**config.mk**
```make
export PLATFORM = sky130hd
export DESIGN_NAME = coinc_trig_unit
export DESIGN_NICKNAME = d
export VERILOG_FILES = /design/src/rtl/ctu_pkg.sv /design/src/rtl/ctu_arm_flags.sv /design/src/rtl/ctu_prescaler.sv /design/src/rtl/ctu_scaler_bank.sv /design/src/rtl/coinc_trig_unit.sv
export SDC_FILE = /design/constraint.sdc
export NUM_CORES = 1
export LEC_CHECK = 0
export ABC_AREA = 1
export BUFFER_PORTS_ARGS = -buffer_cell sky130_fd_sc_hd__clkbuf_2
export CORE_AREA = 2 2 233 235
export DETAILED_ROUTE_END_ITERATION = 10
export DIE_AREA = 0 0 235 237
export PLACE_DENSITY = 0.81
export SYNTH_ARGS = -nofsm -noshare
export SYNTH_HDL_FRONTEND = slang
export SYNTH_HIERARCHICAL = 1
export SYNTH_SLANG_ARGS = --single-unit
```
**constraint.sdc**
```tcl
create_clock -name clk -period 8.39 [get_ports clk]
set_input_delay 1.678 -clock clk [delete_from_list [all_inputs] [get_ports clk]]
set_output_delay 1.678 -clock clk [all_outputs]
set_load 0.005 [all_outputs]
```
**src/rtl/ctu_pkg.sv**
```systemverilog
package ctu_pkg;

    localparam int NUM_COND = 5;
    localparam int NUM_SRC  = 3;

    // scaler condition indices (field order in the snapshot)
    localparam int C_LR    = 0;
    localparam int C_LSL   = 1;
    localparam int C_RSR   = 2;
    localparam int C_QUAD  = 3;
    localparam int C_LATE  = 4;

    // trigger source indices (bit order of the cause pattern)
    localparam int S_BOTH  = 0;
    localparam int S_LEFT  = 1;
    localparam int S_RIGHT = 2;

    typedef enum logic [1:0] {
        SC_IDLE = 2'd0,
        SC_RUN  = 2'd1,
        SC_SNAP = 2'd2
    } scal_state_e;

endpackage

```
**src/rtl/ctu_arm_flags.sv**
```systemverilog
module ctu_arm_flags
    import ctu_pkg::*;
#(
    parameter int AW      = 12,
    parameter int NCAL    = 8,
    parameter int NSC     = 8,
    parameter int MIN_DLY = 26,
    parameter int MAX_DLY = 64,
    localparam int CSW    = AW + $clog2(NCAL),
    localparam int DW     = $clog2(MAX_DLY + 1)
) (
    input  logic                  clk,
    input  logic                  rst_n,
    input  logic [NCAL*AW-1:0]    cal_left,
    input  logic [NCAL*AW-1:0]    cal_right,
    input  logic [2*NSC*AW-1:0]   scint,
    input  logic [CSW-1:0]        cal_thr,
    input  logic [AW:0]           sc_thr,
    input  logic [DW-1:0]         dly_cfg,
    output logic [NUM_COND-1:0]   cond,
    output logic [NUM_SRC-1:0]    src_lvl
);

    localparam int HALF = NSC / 2;

    logic [CSW-1:0] sum_l, sum_r;
    logic [AW:0]    pair_sum [NSC];
    logic [NSC-1:0] pair_hit;

    logic cl_q, cr_q, sl_q, sr_q;
    logic [MAX_DLY-1:0] late_sh;
    logic [DW-1:0]      d_eff;
    logic               late_hit;

    // calorimeter arm sums
    always_comb begin
        sum_l = '0;
        sum_r = '0;
        for (int i = 0; i < NCAL; i++) begin
            sum_l = sum_l + CSW'(cal_left[i*AW +: AW]);
            sum_r = sum_r + CSW'(cal_right[i*AW +: AW]);
        end
    end

    // per-scintillator two-channel sums
    for (genvar k = 0; k < NSC; k++) begin : g_pair
        assign pair_sum[k] = {1'b0, scint[(2*k)*AW +: AW]}
                           + {1'b0, scint[(2*k+1)*AW +: AW]};
        assign pair_hit[k] = (pair_sum[k] > sc_thr);
    end

    // registered arm flags
    always_ff @(posedge clk or negedge rst_n) begin
        if (!rst_n) begin
            cl_q <= 1'b0;
            cr_q <= 1'b0;
            sl_q <= 1'b0;
            sr_q <= 1'b0;
        end else begin
            cl_q <= (sum_l > cal_thr);
            cr_q <= (sum_r > cal_thr);
            sl_q <= |pair_hit[HALF-1:0];
            sr_q <= |pair_hit[NSC-1:HALF];
        end
    end

    // history of the scintillator coincidence; bit i is i+1 samples old
    always_ff @(posedge clk or negedge rst_n) begin
        if (!rst_n) begin
            late_sh <= '0;
        end else begin
            late_sh <= {late_sh[MAX_DLY-2:0], (sl_q & sr_q)};
        end
    end

    // clamp the configured delay into the supported window
    always_comb begin
        if (dly_cfg < DW'(MIN_DLY)) begin
            d_eff = DW'(MIN_DLY);
        end else if (dly_cfg > DW'(MAX_DLY)) begin
            d_eff = DW'(MAX_DLY);
        end else begin
            d_eff = dly_cfg;
        end
    end

    always_comb begin
        late_hit = 1'b0;
        for (int i = 0; i < MAX_DLY; i++) begin
            if (d_eff == DW'(i + 1)) begin
                late_hit = late_sh[i];
            end
        end
    end

    always_comb begin
        cond[C_LR]   = cl_q & cr_q;
        cond[C_LSL]  = cl_q & sl_q;
        cond[C_RSR]  = cr_q & sr_q;
        cond[C_QUAD] = cl_q & cr_q & sl_q & sr_q;
        cond[C_LATE] = cl_q & cr_q & late_hit;
        src_lvl[S_BOTH]  = cl_q & cr_q;
        src_lvl[S_LEFT]  = cl_q;
        src_lvl[S_RIGHT] = cr_q;
    end

endmodule

```
**src/rtl/ctu_prescaler.sv**
```systemverilog
module ctu_prescaler #(
    parameter int PW = 16
) (
    input  logic          clk,
    input  logic          rst_n,
    input  logic          src_lvl,
    input  logic [PW-1:0] factor,
    output logic          pass
);

    logic          prev_q;
    logic [PW-1:0] cnt_q;
    logic          rise;
    logic          at_last;

    assign rise    = src_lvl & ~prev_q;
    assign at_last = (factor <= PW'(1)) || (cnt_q >= factor - PW'(1));

    always_ff @(posedge clk or negedge rst_n) begin
        if (!rst_n) begin
            prev_q <= 1'b0;
            cnt_q  <= '0;
            pass   <= 1'b0;
        end else begin
            prev_q <= src_lvl;
            pass   <= 1'b0;
            if (rise) begin
                if (at_last) begin
                    pass  <= 1'b1;
                    cnt_q <= '0;
                end else begin
                    cnt_q <= cnt_q + PW'(1);
                end
            end
        end
    end

endmodule

```
**src/rtl/ctu_scaler_bank.sv**
```systemverilog
module ctu_scaler_bank
    import ctu_pkg::*;
#(
    parameter int CW = 24,
    parameter int NC = NUM_COND
) (
    input  logic             clk,
    input  logic             rst_n,
    input  logic [NC-1:0]    cond,
    input  logic             hel_gate,
    input  logic             hel_bit,
    output logic             snap_valid,
    output logic             snap_hel,
    output logic [NC*CW-1:0] snap_counts
);

    scal_state_e state_q, state_d;
    logic        gate_prev_q;
    logic        gate_edge;
    logic [NC-1:0] cond_prev_q;
    logic [NC-1:0] rise;

    assign gate_edge = hel_gate ^ gate_prev_q;
    assign rise      = cond & ~cond_prev_q;

    // state register
    always_ff @(posedge clk or negedge rst_n) begin
        if (!rst_n) begin
            state_q <= SC_IDLE;
        end else begin
            state_q <= state_d;
        end
    end

    // next state
    always_comb begin
        state_d = state_q;
        unique case (state_q)
            SC_IDLE: if (gate_edge) state_d = SC_RUN;
            SC_RUN:  if (gate_edge) state_d = SC_SNAP;
            SC_SNAP: state_d = gate_edge ? SC_SNAP : SC_RUN;
            default: state_d = SC_IDLE;
        endcase
    end

    // outputs
    always_comb begin
        snap_valid = 1'b0;
        unique case (state_q)
            SC_IDLE: snap_valid = 1'b0;
            SC_RUN:  snap_valid = 1'b0;
            SC_SNAP: snap_valid = 1'b1;
            default: snap_valid = 1'b0;
        endcase
    end

    always_ff @(posedge clk or negedge rst_n) begin
        if (!rst_n) begin
            gate_prev_q <= 1'b0;
            cond_prev_q <= '0;
            snap_hel    <= 1'b0;
        end else begin
            gate_prev_q <= hel_gate;
            cond_prev_q <= cond;
            if (gate_edge && state_q != SC_IDLE) begin
                snap_hel <= hel_bit;
            end
        end
    end

    for (genvar c = 0; c < NC; c++) begin : g_cnt
        logic [CW-1:0] run_q;
        logic [CW-1:0] hold_q;

        always_ff @(posedge clk or negedge rst_n) begin
            if (!rst_n) begin
                run_q  <= '0;
                hold_q <= '0;
            end else begin
                if (state_q == SC_IDLE && !gate_edge) begin
                    run_q <= '0;
                end else if (gate_edge) begin
                    run_q <= CW'(rise[c]);
                end else begin
                    run_q <= run_q + CW'(rise[c]);
                end
                if (gate_edge && state_q != SC_IDLE) begin
                    hold_q <= run_q;
                end
            end
        end

        assign snap_counts[c*CW +: CW] = hold_q;
    end

endmodule

```
**src/rtl/coinc_trig_unit.sv**
```systemverilog
module coinc_trig_unit
    import ctu_pkg::*;
#(
    parameter int AW      = 12,
    parameter int NCAL    = 8,
    parameter int NSC     = 8,
    parameter int PW      = 16,
    parameter int CW      = 24,
    parameter int MIN_DLY = 26,
    parameter int MAX_DLY = 64,
    localparam int CSW    = AW + $clog2(NCAL),
    localparam int DW     = $clog2(MAX_DLY + 1)
) (
    input  logic                     clk,
    input  logic                     rst_n,
    input  logic [NCAL*AW-1:0]       cal_left,
    input  logic [NCAL*AW-1:0]       cal_right,
    input  logic [2*NSC*AW-1:0]      scint,
    input  logic [CSW-1:0]           cal_thr,
    input  logic [AW:0]              sc_thr,
    input  logic [PW-1:0]            pre_both,
    input  logic [PW-1:0]            pre_left,
    input  logic [PW-1:0]            pre_right,
    input  logic [DW-1:0]            dly_cfg,
    input  logic                     hel_gate,
    input  logic                     hel_bit,
    output logic                     trig_out,
    output logic [NUM_SRC-1:0]       trig_why,
    output logic                     snap_valid,
    output logic                     snap_hel,
    output logic [NUM_COND*CW-1:0]   snap_counts
);

    logic [NUM_COND-1:0] cond;
    logic [NUM_SRC-1:0]  src_lvl;
    logic [NUM_SRC-1:0]  pass;
    logic [PW-1:0]       factor [NUM_SRC];

    assign factor[S_BOTH]  = pre_both;
    assign factor[S_LEFT]  = pre_left;
    assign factor[S_RIGHT] = pre_right;

    ctu_arm_flags #(
        .AW(AW), .NCAL(NCAL), .NSC(NSC),
        .MIN_DLY(MIN_DLY), .MAX_DLY(MAX_DLY)
    ) i_flags (
        .clk      (clk),
        .rst_n    (rst_n),
        .cal_left (cal_left),
        .cal_right(cal_right),
        .scint    (scint),
        .cal_thr  (cal_thr),
        .sc_thr   (sc_thr),
        .dly_cfg  (dly_cfg),
        .cond     (cond),
        .src_lvl  (src_lvl)
    );

    for (genvar s = 0; s < NUM_SRC; s++) begin : g_pre
        ctu_prescaler #(.PW(PW)) i_pre (
            .clk    (clk),
            .rst_n  (rst_n),
            .src_lvl(src_lvl[s]),
            .factor (factor[s]),
            .pass   (pass[s])
        );
    end

    assign trig_why = pass;
    assign trig_out = |pass;

    ctu_scaler_bank #(.CW(CW), .NC(NUM_COND)) i_scal (
        .clk        (clk),
        .rst_n      (rst_n),
        .cond       (cond),
        .hel_gate   (hel_gate),
        .hel_bit    (hel_bit),
        .snap_valid (snap_valid),
        .snap_hel   (snap_hel),
        .snap_counts(snap_counts)
    );

endmodule

```
==> results of run 1 <==
## placed cells by master, fill, tap and decap left out, types with 120 or more instances in the layout
| master | n |
|---|---|
| sky130_fd_sc_hd__dfrtp_1 | 371 |
| sky130_fd_sc_hd__a21oi_1 | 238 |
| sky130_fd_sc_hd__nand3_1 | 195 |
| sky130_fd_sc_hd__inv_1 | 541 |
| sky130_fd_sc_hd__ha_1 | 327 |
| sky130_fd_sc_hd__nand2_1 | 730 |
| sky130_fd_sc_hd__nor2_1 | 389 |
| sky130_fd_sc_hd__clkbuf_2 | 595 |
| sky130_fd_sc_hd__fa_1 | 150 |
| sky130_fd_sc_hd__o21ai_0 | 163 |
| sky130_fd_sc_hd__xor2_1 | 120 |
## kinds of logic after synthesis
group / after synthesis
AND/OR/NAND/NOR: 1498
AO/OA/AOI/OAI: 535
flip-flops: 371
adder cells (fa/ha/maj): 477
XOR/XNOR: 158
buffers and inverters: 606
## registers in the layout, indices dropped and copies added, names as in the netlist
register,cells
i_scal/cond_prev_q,5
i_flags/cr_q,1
i_flags/late_sh,64
i_scal/gate_prev_q,1
i_flags/cl_q,1
i_flags/sr_q,1
i_scal/g_cnt.run_q,120
i_scal/state_q,2
i_scal/snap_hel,1
i_flags/sl_q,1
g_pre.i_pre/cnt_q,48
g_pre.i_pre/pass,3
g_pre.i_pre/prev_q,3
i_scal/g_cnt.hold_q,120
## metal layers
layer  GRT usage, %  wire (um)  share of wire, %
met1           35.8      32700                41
met2           49.5      38900                49
met3           4.72       4710               5.9
met4           11.0       3260               4.1
met5              0         13             0.016
## worst reg2reg max path: cells and delay by family, from the launching register on
| kind | cells | cell delay [ns] |
|---|---|---|
| compound gates | 1 | 0.06 |
| flops | 1 | 0.37 |
| simple gates | 34 | 2.87 |
| fa+ha+maj | 2 | 0.42 |
| buf+inv | 2 | 0.16 |
## final timing paths
path,startpoint,to,slack [ns],cells after the start
max,cal_right[2],i_flags/cr_q,1.97,24
min,i_flags/late_sh[9],i_flags/late_sh[10],0.34,0
max reg2reg,i_flags/late_sh[25],i_scal/g_cnt[4].run_q[16],4.36,39
min reg2reg,i_flags/late_sh[9],i_flags/late_sh[10],0.34,0
max in group asynchronous,rst_n,g_pre[2].i_pre/cnt_q[8],5.63,2
min in group asynchronous,rst_n,i_scal/g_cnt[1].hold_q[14],1.17,1
## power by group
group | internal [mW] | switching [mW] | total (mW)
Clock | 1.11 | 0.708 | 1.82
Sequential | 2.03 | 0.220 | 2.25
Combinational | 1.69 | 2.44 | 4.12
Total | 4.83 | 3.37 | 8.19
## per-stage QoR
| stage | instance area, um2 | utilization [%] | total power [mW] | setup WS, ns | std cells |
|---|---|---|---|---|---|
| final | 34600 | 64.9 | 8.19 | 1.97 | 4968 |
| after CTS | 34600 | 64.9 | 8.22 | 2.06 | 4955 |
| after global routing | 34600 | 64.9 | 8.96 | 1.57 | 4966 |
| after detailed placement | 33200 | 62.4 | 6.36 | 1.51 | 4888 |
| after floorplan | 29700 | - | 5.34 | 1.99 | 3645 |
| after global placement | 33200 | 62.4 | 6.22 | 1.62 | 4888 |
## area by class of cell
type,instances,area [um2]
Antenna cell,13,32.5
Clock buffer,50,1060
Clock inverter,17,288
Fill cell,4517,18700
Inverter,551,2070
Multi-Input combinational cell,2668,17900
Sequential cell,371,9280
Tap cell,696,871
Timing Repair Buffer,602,3050
## cells in the mapped netlist, types with 5 or more instances
master                     count
sky130_fd_sc_hd__nand2_1     731
sky130_fd_sc_hd__inv_1       541
sky130_fd_sc_hd__nor2_1      389
sky130_fd_sc_hd__dfrtp_1     371
sky130_fd_sc_hd__ha_1        327
sky130_fd_sc_hd__a21oi_1     238
sky130_fd_sc_hd__nand3_1     195
sky130_fd_sc_hd__o21ai_0     163
sky130_fd_sc_hd__fa_1        150
sky130_fd_sc_hd__xor2_1      120
sky130_fd_sc_hd__nand4_1      55
sky130_fd_sc_hd__o21bai_1     45
sky130_fd_sc_hd__nor3_1       40
sky130_fd_sc_hd__xnor2_1      38
sky130_fd_sc_hd__a21oi_2      31
sky130_fd_sc_hd__nor2_2       27
sky130_fd_sc_hd__buf_4        20
sky130_fd_sc_hd__buf_2        14
sky130_fd_sc_hd__clkbuf_1     14
sky130_fd_sc_hd__a21o_1       11
sky130_fd_sc_hd__nand2_2      10
sky130_fd_sc_hd__nor3_2        9
sky130_fd_sc_hd__nor3b_1       8
sky130_fd_sc_hd__inv_2         6
sky130_fd_sc_hd__o21a_1        6
sky130_fd_sc_hd__a211oi_1      5
sky130_fd_sc_hd__a22o_1        5
sky130_fd_sc_hd__nor2_4        5
sky130_fd_sc_hd__o41ai_1       5
==> metrics.txt, run 1 <==
outcome=finished clean; slew at the pin closest to its max-slew limit=1.10 ns; number of H-tree branching levels=2; cells taking the most area after synthesis=sky130_fd_sc_hd__dfrtp_1, sky130_fd_sc_hd__ha_1, sky130_fd_sc_hd__fa_1; share of the synthesized area in the top cell type=31.3%; floorplan die area=55700 um2; DP Wirelength=64.6 mm; number of buffers inserted by post-CTS setup repair=0; Critical Path Start Type=input pin; relative slew slack=26.4%; final period demand of the worst path=6.42 ns; maximum clock path buffer count=3; fraction of the mapped netlist area in simple logic gates=21.5%; number of I/O port buffers=596; detailed router's first-iteration violation count=1792; peak supply drop=241 uV; Critical Path RT=8.83 ns; post-synthesis cell type with the largest combined area=sky130_fd_sc_hd__dfrtp_1; crit-path max cell delay=0.54 ns; fmax=156 MHz; starting density of the core=55.7%; first-pass GRT wire length=129 mm; wire length per cell after detailed routing=16.0 um; via count of the first global-routing pass=25700; sequential fraction of the synthesis area=31.3%; Overflow after GRT=0; fraction of final layout cells sized beyond drive strength 1=18.1%; total power density per cell area=237 nW/um2; CTS tree=done; final total negative setup slack=0 ns; maxcap violations=0; pin count of the biggest net entering global routing=192; most common flop cell mapped by yosys=sky130_fd_sc_hd__dfrtp_1; slowest cell on the critical path=sky130_fd_sc_hd__fa_1; number of distinct library cell variants in the gate-level netlist after synthesis=58; number of placed I/O pins=597; kind of cell adding the most delay to the critical path=adder cells; setup repair after global routing missed its margin=false; die outline width=235 um; number of optimization iterations in the first detailed-route pass=6; Synthesized Nets=4593; fin crit share=76.5%; dominant combinational cell family by area after synthesis=adder cells; crit path kind=input pin to flip-flop; number of warning messages in the yosys log=6; final net count=5181; Worst setup EP type=flip-flop; synthesized-area fraction occupied by xor and xnor cells=4.66%; post-cts resize count=0; synthesized area divided by synthesized cell count=8.14 um2; fraction of the mapped netlist area in adder cells=23.9%; number of antenna violations at the first check in global routing=16; crit-path cells=clkbuf_2 -> fa_1 -> fa_1 -> fa_1 -> fa_1 -> ha_1 -> fa_1 -> nand3_1 -> nand2_1 -> a21oi_1 -> nor2_1 -> nor2_1 -> o21bai_1 -> a21oi_1 -> nor2_1 -> o21ai_0 -> nand2_1 -> xor2_1 -> inv_1 -> ha_1 -> nand4_1 -> nor4_1 -> nor3_1 -> a41oi_1; dominant cell type by count on the critical path=sky130_fd_sc_hd__fa_1; final hold slack=0.337 ns; Routed Antenna Nets=0; mux cell area share after synthesis=0%; number of slew-limit violations in the final report=0; area of the core region=53300 um2; Std-Cell Rows=85; routability congestion estimate=0.973; number of vias in the routed layout=26000; Root Buffer=sky130_fd_sc_hd__clkbuf_16; post-detailed-routing wire length=79.6 mm; top fanout value on the critical path=3; DRC Markers=0; setup-violating endpoint count in the final report=0; Tot GR Track Use=28.6%; min-delay worst type=flip-flop to flip-flop; number of synthesized flops with an enable pin=0; Pleak=18.0 nW; Setup Skew=0.0251 ns; hold_buf cts=0; Hold Vio Cnt, Final=0; mean number of vias per cell=5.24; arrival time at the worst endpoint=6.86 ns; clock-pin slew of the registers on the worst-case setup and hold paths=0.06 ns; P&R area growth vs syn=16.6%; source-to-sink clock delay at the later pin of the worst-skew pair=0.54 ns; post-synthesis register bit count=371; complex-gate fraction of the synthesized area=10.4%; die height=237 um; clk sinks=371; Buf+Inv Stages, Crit Path=2; TritonCTS buffer count=39; Syn Std Cell Area=29700 um2; Syn Inst Count=3645; proportion of synthesized flip-flops having asynchronous set or reset=100%
(Power assumes the default switching activity.)
==> run 2: changes to the inputs <==
Settings changed: ABC_AREA 1 to 0, CORE_AREA 2 2 233 235 to 2 2 234 236, DIE_AREA 0 0 235 237 to 0 0 236 238, PLACE_DENSITY 0.81 to 0.78.
Clock period 8.39 ns to 6.6 ns, I/O delays scaled along.
==> metrics.txt, run 2 <==
DP Wirelength=66.0 mm (was 64.6 mm); starting density of the core=53.2% (was 55.7%); instance area after placement=32200 um2 (was 33200 um2); setup repair after global routing missed its margin=false (unchanged); fraction of final layout cells sized beyond drive strength 1=24.9% (was 18.1%); final hold slack=0.344 ns (was 0.337 ns); Synthesized Nets=3746 (was 4593); dominant combinational cell family by area after synthesis=adder cells (unchanged); leading cell types by count after synthesis=sky130_fd_sc_hd__dfrtp_1, sky130_fd_sc_hd__ha_1, sky130_fd_sc_hd__a21oi_1 (was sky130_fd_sc_hd__nand2_1, sky130_fd_sc_hd__inv_1, sky130_fd_sc_hd__nor2_1); mux cell area share after synthesis=4.97% (was 0%); Critical Path Start Type=input pin (unchanged); die outline width=236 um (was 235 um); slew at the pin closest to its max-slew limit=1.01 ns (was 1.10 ns); startpoint of the lowest-slack register-to-register path=i_flags/late_sh[29] (was i_flags/late_sh[25]); most common cell in the synthesized netlist=sky130_fd_sc_hd__dfrtp_1 (was sky130_fd_sc_hd__nand2_1); Worst setup EP type=flip-flop (unchanged); number of synthesized flops with an enable pin=0 (unchanged); source-to-sink clock delay at the later pin of the worst-skew pair=0.53 ns (was 0.54 ns); CTS tree=done (unchanged); number of I/O port buffers=596 (unchanged); Crit Reg-Reg Endpoint=i_scal/g_cnt[4].run_q[22] (was i_scal/g_cnt[4].run_q[16]); number of placed I/O pins=597 (unchanged); crit path kind=input pin to flip-flop (unchanged); fmax=167 MHz; DRC Markers=0 (unchanged); Setup Skew=0.0255 ns (was 0.0251 ns); clk sinks=371 (unchanged); top fanout value on the critical path=2 (was 3); HP Start=i_flags/late_sh[24] (was i_flags/late_sh[9]); relative slew slack=32.4% (was 26.4%); share of the synthesized area in the top cell type=32.6% (was 31.3%); P&R area growth vs syn=17.4% (was 16.6%); post-synthesis cell type with the largest combined area=sky130_fd_sc_hd__dfrtp_1 (unchanged); Hold Vio Cnt, Final=0 (unchanged); complex-gate fraction of the synthesized area=11.1% (was 10.4%); Tot GR Track Use=28.2% (was 28.6%); outcome=finished clean (unchanged); mean number of vias per cell=5.63 (was 5.24); synthesized area divided by synthesized cell count=10.2 um2 (was 8.14 um2); Routed Antenna Nets=0 (unchanged); final net count=4336 (was 5181); floorplan die area=56200 um2 (was 55700 um2); Top Registers=i_scal/g_cnt.hold_q: 120 flops, i_scal/g_cnt.run_q: 120 flops, i_flags/late_sh: 64 flops (unchanged); number of antenna violations at the first check in global routing=14 (was 16); post-cts resize count=0 (unchanged); clock-pin slew of the registers on the worst-case setup and hold paths=0.07 ns (was 0.06 ns); maxcap violations=0 (unchanged); pin count of the biggest net entering global routing=140 (was 192); Overflow after GRT=0 (unchanged); total power density per cell area=302 nW/um2 (was 237 nW/um2); number of optimization iterations in the first detailed-route pass=6 (unchanged); cells taking the most area after synthesis=sky130_fd_sc_hd__dfrtp_1, sky130_fd_sc_hd__ha_1, sky130_fd_sc_hd__fa_1 (unchanged); area of all placed cells without fillers=33400 um2 (was 34600 um2); reg2reg setup slack=2.33 ns (was 4.36 ns); Std-Cell Rows=85 (unchanged); hold_buf cts=0 (unchanged); number of distinct library cell variants in the gate-level netlist after synthesis=89 (was 58); Root Buffer=sky130_fd_sc_hd__clkbuf_16 (unchanged); Pleak=16.5 nW (was 18.0 nW); most common flop cell mapped by yosys=sky130_fd_sc_hd__dfrtp_1 (unchanged); number of buffers inserted by post-CTS setup repair=0 (unchanged); Syn Std Cell Area=28500 um2 (was 29700 um2); first-pass GRT wire length=125 mm (was 129 mm); setup-violating endpoint count in the final report=0 (unchanged); synthesized-area fraction occupied by xor and xnor cells=7.17% (was 4.66%); die height=238 um (was 237 um); proportion of synthesized flip-flops having asynchronous set or reset=100% (unchanged); post-detailed-routing wire length=79.8 mm (was 79.6 mm); sequential fraction of the synthesis area=32.6% (was 31.3%); via count of the first global-routing pass=23300 (was 25700); routability congestion estimate=1.04 (was 0.973); arrival time at the worst endpoint=6.39 ns (was 6.86 ns); area of the core region=53500 um2 (was 53300 um2); Reg2Reg Depth=15 (was 39); number of H-tree branching levels=2 (unchanged); final total negative setup slack=0 ns (unchanged); Critical Path RT=7.01 ns (was 8.83 ns); most common cell after layout, fill and taps aside=sky130_fd_sc_hd__clkbuf_2 (was sky130_fd_sc_hd__nand2_1); TritonCTS buffer count=37 (was 39); wire length per cell after detailed routing=19.4 um (was 16.0 um); fraction of the mapped netlist area in simple logic gates=15.6% (was 21.5%); min-delay worst type=flip-flop to flip-flop (unchanged); worst setup path start=cal_left[37] (was cal_right[2]); number of vias in the routed layout=23200 (was 26000); number of warning messages in the yosys log=6 (unchanged); fraction of the mapped netlist area in adder cells=24.9% (was 23.9%); number of slew-limit violations in the final report=0 (unchanged); post-synthesis register bit count=371 (unchanged); maximum clock path buffer count=3 (unchanged); peak supply drop=249 uV (was 241 uV); final period demand of the worst path=5.98 ns; Syn Inst Count=2798 (was 3645); fin crit share=90.6%; detailed router's first-iteration violation count=1471 (was 1792); crit path to=i_flags/cl_q (was i_flags/cr_q); highest-count cells in the layout ignoring fill and taps=sky130_fd_sc_hd__clkbuf_2, sky130_fd_sc_hd__dfrtp_1, sky130_fd_sc_hd__ha_1 (was sky130_fd_sc_hd__nand2_1, sky130_fd_sc_hd__clkbuf_2, sky130_fd_sc_hd__inv_1)
## run 2: critical path, stage by stage
cell	delay (ns)
sky130_fd_sc_hd__clkbuf_2	0.07
sky130_fd_sc_hd__inv_1	0.04
sky130_fd_sc_hd__fa_1	0.53
sky130_fd_sc_hd__inv_1	0.05
sky130_fd_sc_hd__fa_1	0.48
sky130_fd_sc_hd__inv_1	0.06
sky130_fd_sc_hd__fa_1	0.40
sky130_fd_sc_hd__inv_1	0.08
sky130_fd_sc_hd__fa_1	0.44
sky130_fd_sc_hd__ha_1	0.24
sky130_fd_sc_hd__fa_1	0.40
sky130_fd_sc_hd__a21o_1	0.20
sky130_fd_sc_hd__a21oi_1	0.22
sky130_fd_sc_hd__o21bai_1	0.09
sky130_fd_sc_hd__a21oi_1	0.24
sky130_fd_sc_hd__o21ai_1	0.14
sky130_fd_sc_hd__a21o_1	0.19
sky130_fd_sc_hd__a21oi_1	0.23
sky130_fd_sc_hd__xnor2_1	0.15
sky130_fd_sc_hd__ha_1	0.25
sky130_fd_sc_hd__nor2b_1	0.13
sky130_fd_sc_hd__o21ai_0	0.15
sky130_fd_sc_hd__nand2b_1	0.07
sky130_fd_sc_hd__a21oi_1	0.14
sky130_fd_sc_hd__a21oi_1	0.07
## run 2: logic make-up after synthesis
group / after synthesis
and+or+nand+nor: 825
AOI/OAI and AO/OA: 505
adders and majority gates: 477
DFF: 371
buffers and inverters: 261
xor gates and xnor gates: 233
muxes: 126
## run 2: area by class of cell
class | count | area (um2)
antenna | 15 | 37.5
clock buffer | 53 | 1080
clock inverter | 12 | 170
fill | 4407 | 20100
inverter | 208 | 781
multi-input combinational | 2166 | 18200
sequential | 371 | 9280
tap | 696 | 871
timing repair buffer | 604 | 3070
## run 2: power by group
group          total, mW  leakage, nW  internal, mW  switching, mW
registers           2.87         4.98          2.60          0.270
clock network       2.14        0.607          1.26          0.874
logic               5.11         11.0          2.37           2.74
## run 2: worst min-delay path by stage
stage,endpoint,slack (ns),cells after the start
floorplan,i_flags/late_sh[10],0.33,0
CTS,i_flags/late_sh[25],0.35,0
detailed placement,i_flags/late_sh[13],0.33,0
global route,i_flags/late_sh[25],0.35,0
global placement,i_flags/late_sh[1],0.33,0
finish,i_flags/late_sh[25],0.34,0
## run 2: metrics by stage
step           utilization [%]  setup WS [ns]  power (mW)  std cells
6_report                  62.5          0.622        10.1       4125
5_1_grt                   62.5          0.282        11.0       4122
4_1_cts                   62.4          0.622        10.2       4110
3_5_place_dp              60.1         0.0519        7.99       4045
3_3_place_gp              60.1          0.187        7.84       4045
2_1_floorplan                -          0.511        6.68       2798
## run 2: metal layers
| layer | vias to the layer above | global-route usage (%) | routed length (um) |
|---|---|---|---|
| li1 | 11100 | - | - |
| met1 | 11300 | 36.2 | 33400 |
| met2 | 736 | 47.9 | 38400 |
| met3 | 146 | 5.43 | 5450 |
| met4 | 4 | 9.30 | 2530 |
| met5 | - | 0 | 26 |
==> run 3: changes to the inputs <==
Settings changed: CORE_AREA 2 2 234 236 to 2 2 233 235, DIE_AREA 0 0 236 238 to 0 0 235 237.
Clock period 6.6 ns to 7.4 ns, I/O delays scaled along.
==> metrics.txt, run 3 (synthesis gave the netlist of run 2 again) <==
floorplan die area=55700 um2 (was 56200 um2); final total negative setup slack=0 ns (unchanged); source-to-sink clock delay at the later pin of the worst-skew pair=0.57 ns (was 0.53 ns); Critical Path RT=7.86 ns (was 7.01 ns); number of optimization iterations in the first detailed-route pass=5 (was 6); number of antenna violations at the first check in global routing=12 (was 14); routability congestion estimate=1.02 (was 1.04); total power density per cell area=273 nW/um2 (was 302 nW/um2); final period demand of the worst path=6.20 ns; number of vias in the routed layout=23200 (about the same); sequential cell fraction of total power=28.0% (was 28.3%); post-detailed-routing wire length=81.4 mm (was 79.8 mm); post-cts resize count=0 (unchanged); top fanout value on the critical path=2 (unchanged); area of all placed cells without fillers=33500 um2 (was 33400 um2); final net count=4337 (was 4336); power dissipated by switching net loads=3.50 mW (was 3.88 mW); min-delay worst type=flip-flop to flip-flop (unchanged); DRC Markers=0 (unchanged); post-layout power=9.14 mW (was 10.1 mW); Tot GR Track Use=29.1% (was 28.2%); slew at the pin closest to its max-slew limit=1.08 ns (was 1.01 ns); area of the core region=53300 um2 (was 53500 um2); cell internal power dissipation=5.64 mW (was 6.23 mW); Critical Path Start Type=input pin (unchanged); number of buffers inserted by post-CTS setup repair=0 (unchanged); instance area after placement=32100 um2 (was 32200 um2); final instance count without filler cells=4123 (was 4125); starting density of the core=53.4% (was 53.2%); setup-violating endpoint count in the final report=0 (unchanged); reg2reg setup slack=3.24 ns (was 2.33 ns); maximum clock path buffer count=3 (unchanged); cell count after placement=4044 (was 4045); switching share of power=38.3% (was 38.4%); number of I/O port buffers=596 (unchanged); final hold slack=0.322 ns (was 0.344 ns); DP Wirelength=66.8 mm (was 66.0 mm); crit path kind=input pin to flip-flop (unchanged); setup repair after global routing missed its margin=false (unchanged); number of slew-limit violations in the final report=0 (unchanged); wire length per cell after detailed routing=19.7 um (was 19.4 um); die outline width=235 um (was 236 um); TritonCTS buffer count=39 (was 37); peak supply drop=279 uV (was 249 uV); fin crit share=83.7%; fmax=161 MHz; Combinational Power Share=49.9% (was 50.5%); Hold Vio Cnt, Final=0 (unchanged); pin count of the biggest net entering global routing=126 (was 140); arrival time at the worst endpoint=6.66 ns (was 6.39 ns); Pleak=16.6 nW (was 16.5 nW); Routed Antenna Nets=0 (unchanged); most common cell after layout, fill and taps aside=sky130_fd_sc_hd__clkbuf_2 (unchanged); relative slew slack=28.0% (was 32.4%); outcome=finished clean (unchanged); Overflow after GRT=0 (unchanged); via count of the first global-routing pass=23400 (was 23300); P&R area growth vs syn=17.7% (was 17.4%); clk sinks=371 (unchanged); clock-pin slew of the registers on the worst-case setup and hold paths=0.06 ns (was 0.07 ns); area of the multi-input gates=18200 um2 (unchanged); highest-count cells in the layout ignoring fill and taps=sky130_fd_sc_hd__clkbuf_2, sky130_fd_sc_hd__dfrtp_1, sky130_fd_sc_hd__ha_1 (unchanged); number of placed I/O pins=597 (unchanged); Top Registers=i_scal/g_cnt.hold_q: 120 flops, i_scal/g_cnt.run_q: 120 flops, i_flags/late_sh: 64 flops (unchanged); Setup Skew=0.0313 ns (was 0.0255 ns); Std-Cell Rows=85 (unchanged); Root Buffer=sky130_fd_sc_hd__clkbuf_16 (unchanged); mean number of vias per cell=5.64 (was 5.63); Layout fillers=4403 (was 4407); fraction of final layout cells sized beyond drive strength 1=24.9% (about the same); maxcap violations=0 (unchanged); hold_buf cts=0 (unchanged); Worst setup EP type=flip-flop (unchanged); number of H-tree branching levels=2 (unchanged); share of total power in the clock network=22.1% (was 21.1%); CTS tree=done (unchanged); detailed router's first-iteration violation count=1420 (was 1471); die height=237 um (was 238 um); first-pass GRT wire length=128 mm (was 125 mm); Sequential Area=9280 um2 (unchanged)
==> run 3: cell types whose count changed in the layout (fill, tap and decap cells not counted), moves of 2 or more <==
cell,before,now
sky130_fd_sc_hd__diode_2,15,9
sky130_fd_sc_hd__bufinv_16,3,5
sky130_fd_sc_hd__clkbuf_8,7,5
sky130_fd_sc_hd__inv_6,0,2
sky130_fd_sc_hd__clkbuf_1,8,11
==> run 3: power by group through the flow <==
stage / logic, mW / clock network [mW] / registers [mW]
final: 4.56 / 2.02 / 2.56
after global routing: 5.18 / 2.15 / 2.60
after CTS: 4.56 / 2.07 / 2.56
after detailed placement: 4.53 / 0 / 2.59
after global placement: 4.42 / 0 / 2.59
after floorplan: 3.45 / 0 / 2.51
==> run 3: layout make-up <==
cell class	instances	share of cell area [%]
timing repair buffer	603	9.13
antenna	9	0.0672
inverter	208	2.33
sequential	371	27.7
tap	696	2.60
clock buffer	55	3.24
multi-input combinational	2166	54.2
clock inverter	15	0.743
==> run 3: final timing paths <==
kind / from / endpoint / depth (start not counted)
min reg2reg: i_flags/late_sh[24] / i_flags/late_sh[25] / 0
min: i_flags/late_sh[24] / i_flags/late_sh[25] / 0
min in group asynchronous: rst_n / i_scal/g_cnt[4].hold_q[17] / 1
max: cal_left[2] / i_flags/cl_q / 20
max reg2reg: i_flags/late_sh[29] / i_scal/g_cnt[4].run_q[16] / 15
max in group asynchronous: rst_n / g_pre[0].i_pre/cnt_q[13] / 2
==> run 3: stage by stage <==
stage	setup slack [ns]	util, %
3_5_place_dp	0.668	60.3
3_3_place_gp	0.766	60.3
5_1_grt	0.935	62.9
6_report	1.20	62.9
2_1_floorplan	1.15	-
4_1_cts	1.25	62.8
==> run 3: per-layer routing <==
layer / wire, um / global-route usage, % / vias up
li1: - / - / 11100
met1: 34600 / 37.9 / 11300
met2: 39700 / 49.6 / 740
met3: 5120 / 5.51 / 113
met4: 2020 / 8.13 / 6
met5: 46 / 0 / -
==> run 3: critical path, cell delays in order <==
cell and delay, ns:
sky130_fd_sc_hd__clkbuf_2 0.10, sky130_fd_sc_hd__fa_1 0.52, sky130_fd_sc_hd__fa_1 0.56, sky130_fd_sc_hd__fa_1 0.54, sky130_fd_sc_hd__fa_1 0.50, sky130_fd_sc_hd__ha_1 0.24
sky130_fd_sc_hd__fa_1 0.40, sky130_fd_sc_hd__a21o_1 0.21, sky130_fd_sc_hd__a21oi_1 0.23, sky130_fd_sc_hd__o21bai_1 0.09, sky130_fd_sc_hd__a21oi_1 0.23, sky130_fd_sc_hd__o21ai_1 0.13
sky130_fd_sc_hd__a21o_1 0.19, sky130_fd_sc_hd__a21oi_1 0.22, sky130_fd_sc_hd__xnor2_1 0.10, sky130_fd_sc_hd__ha_1 0.29, sky130_fd_sc_hd__and4_1 0.18, sky130_fd_sc_hd__nand4_1 0.13
sky130_fd_sc_hd__a21o_1 0.18, sky130_fd_sc_hd__a21oi_1 0.13
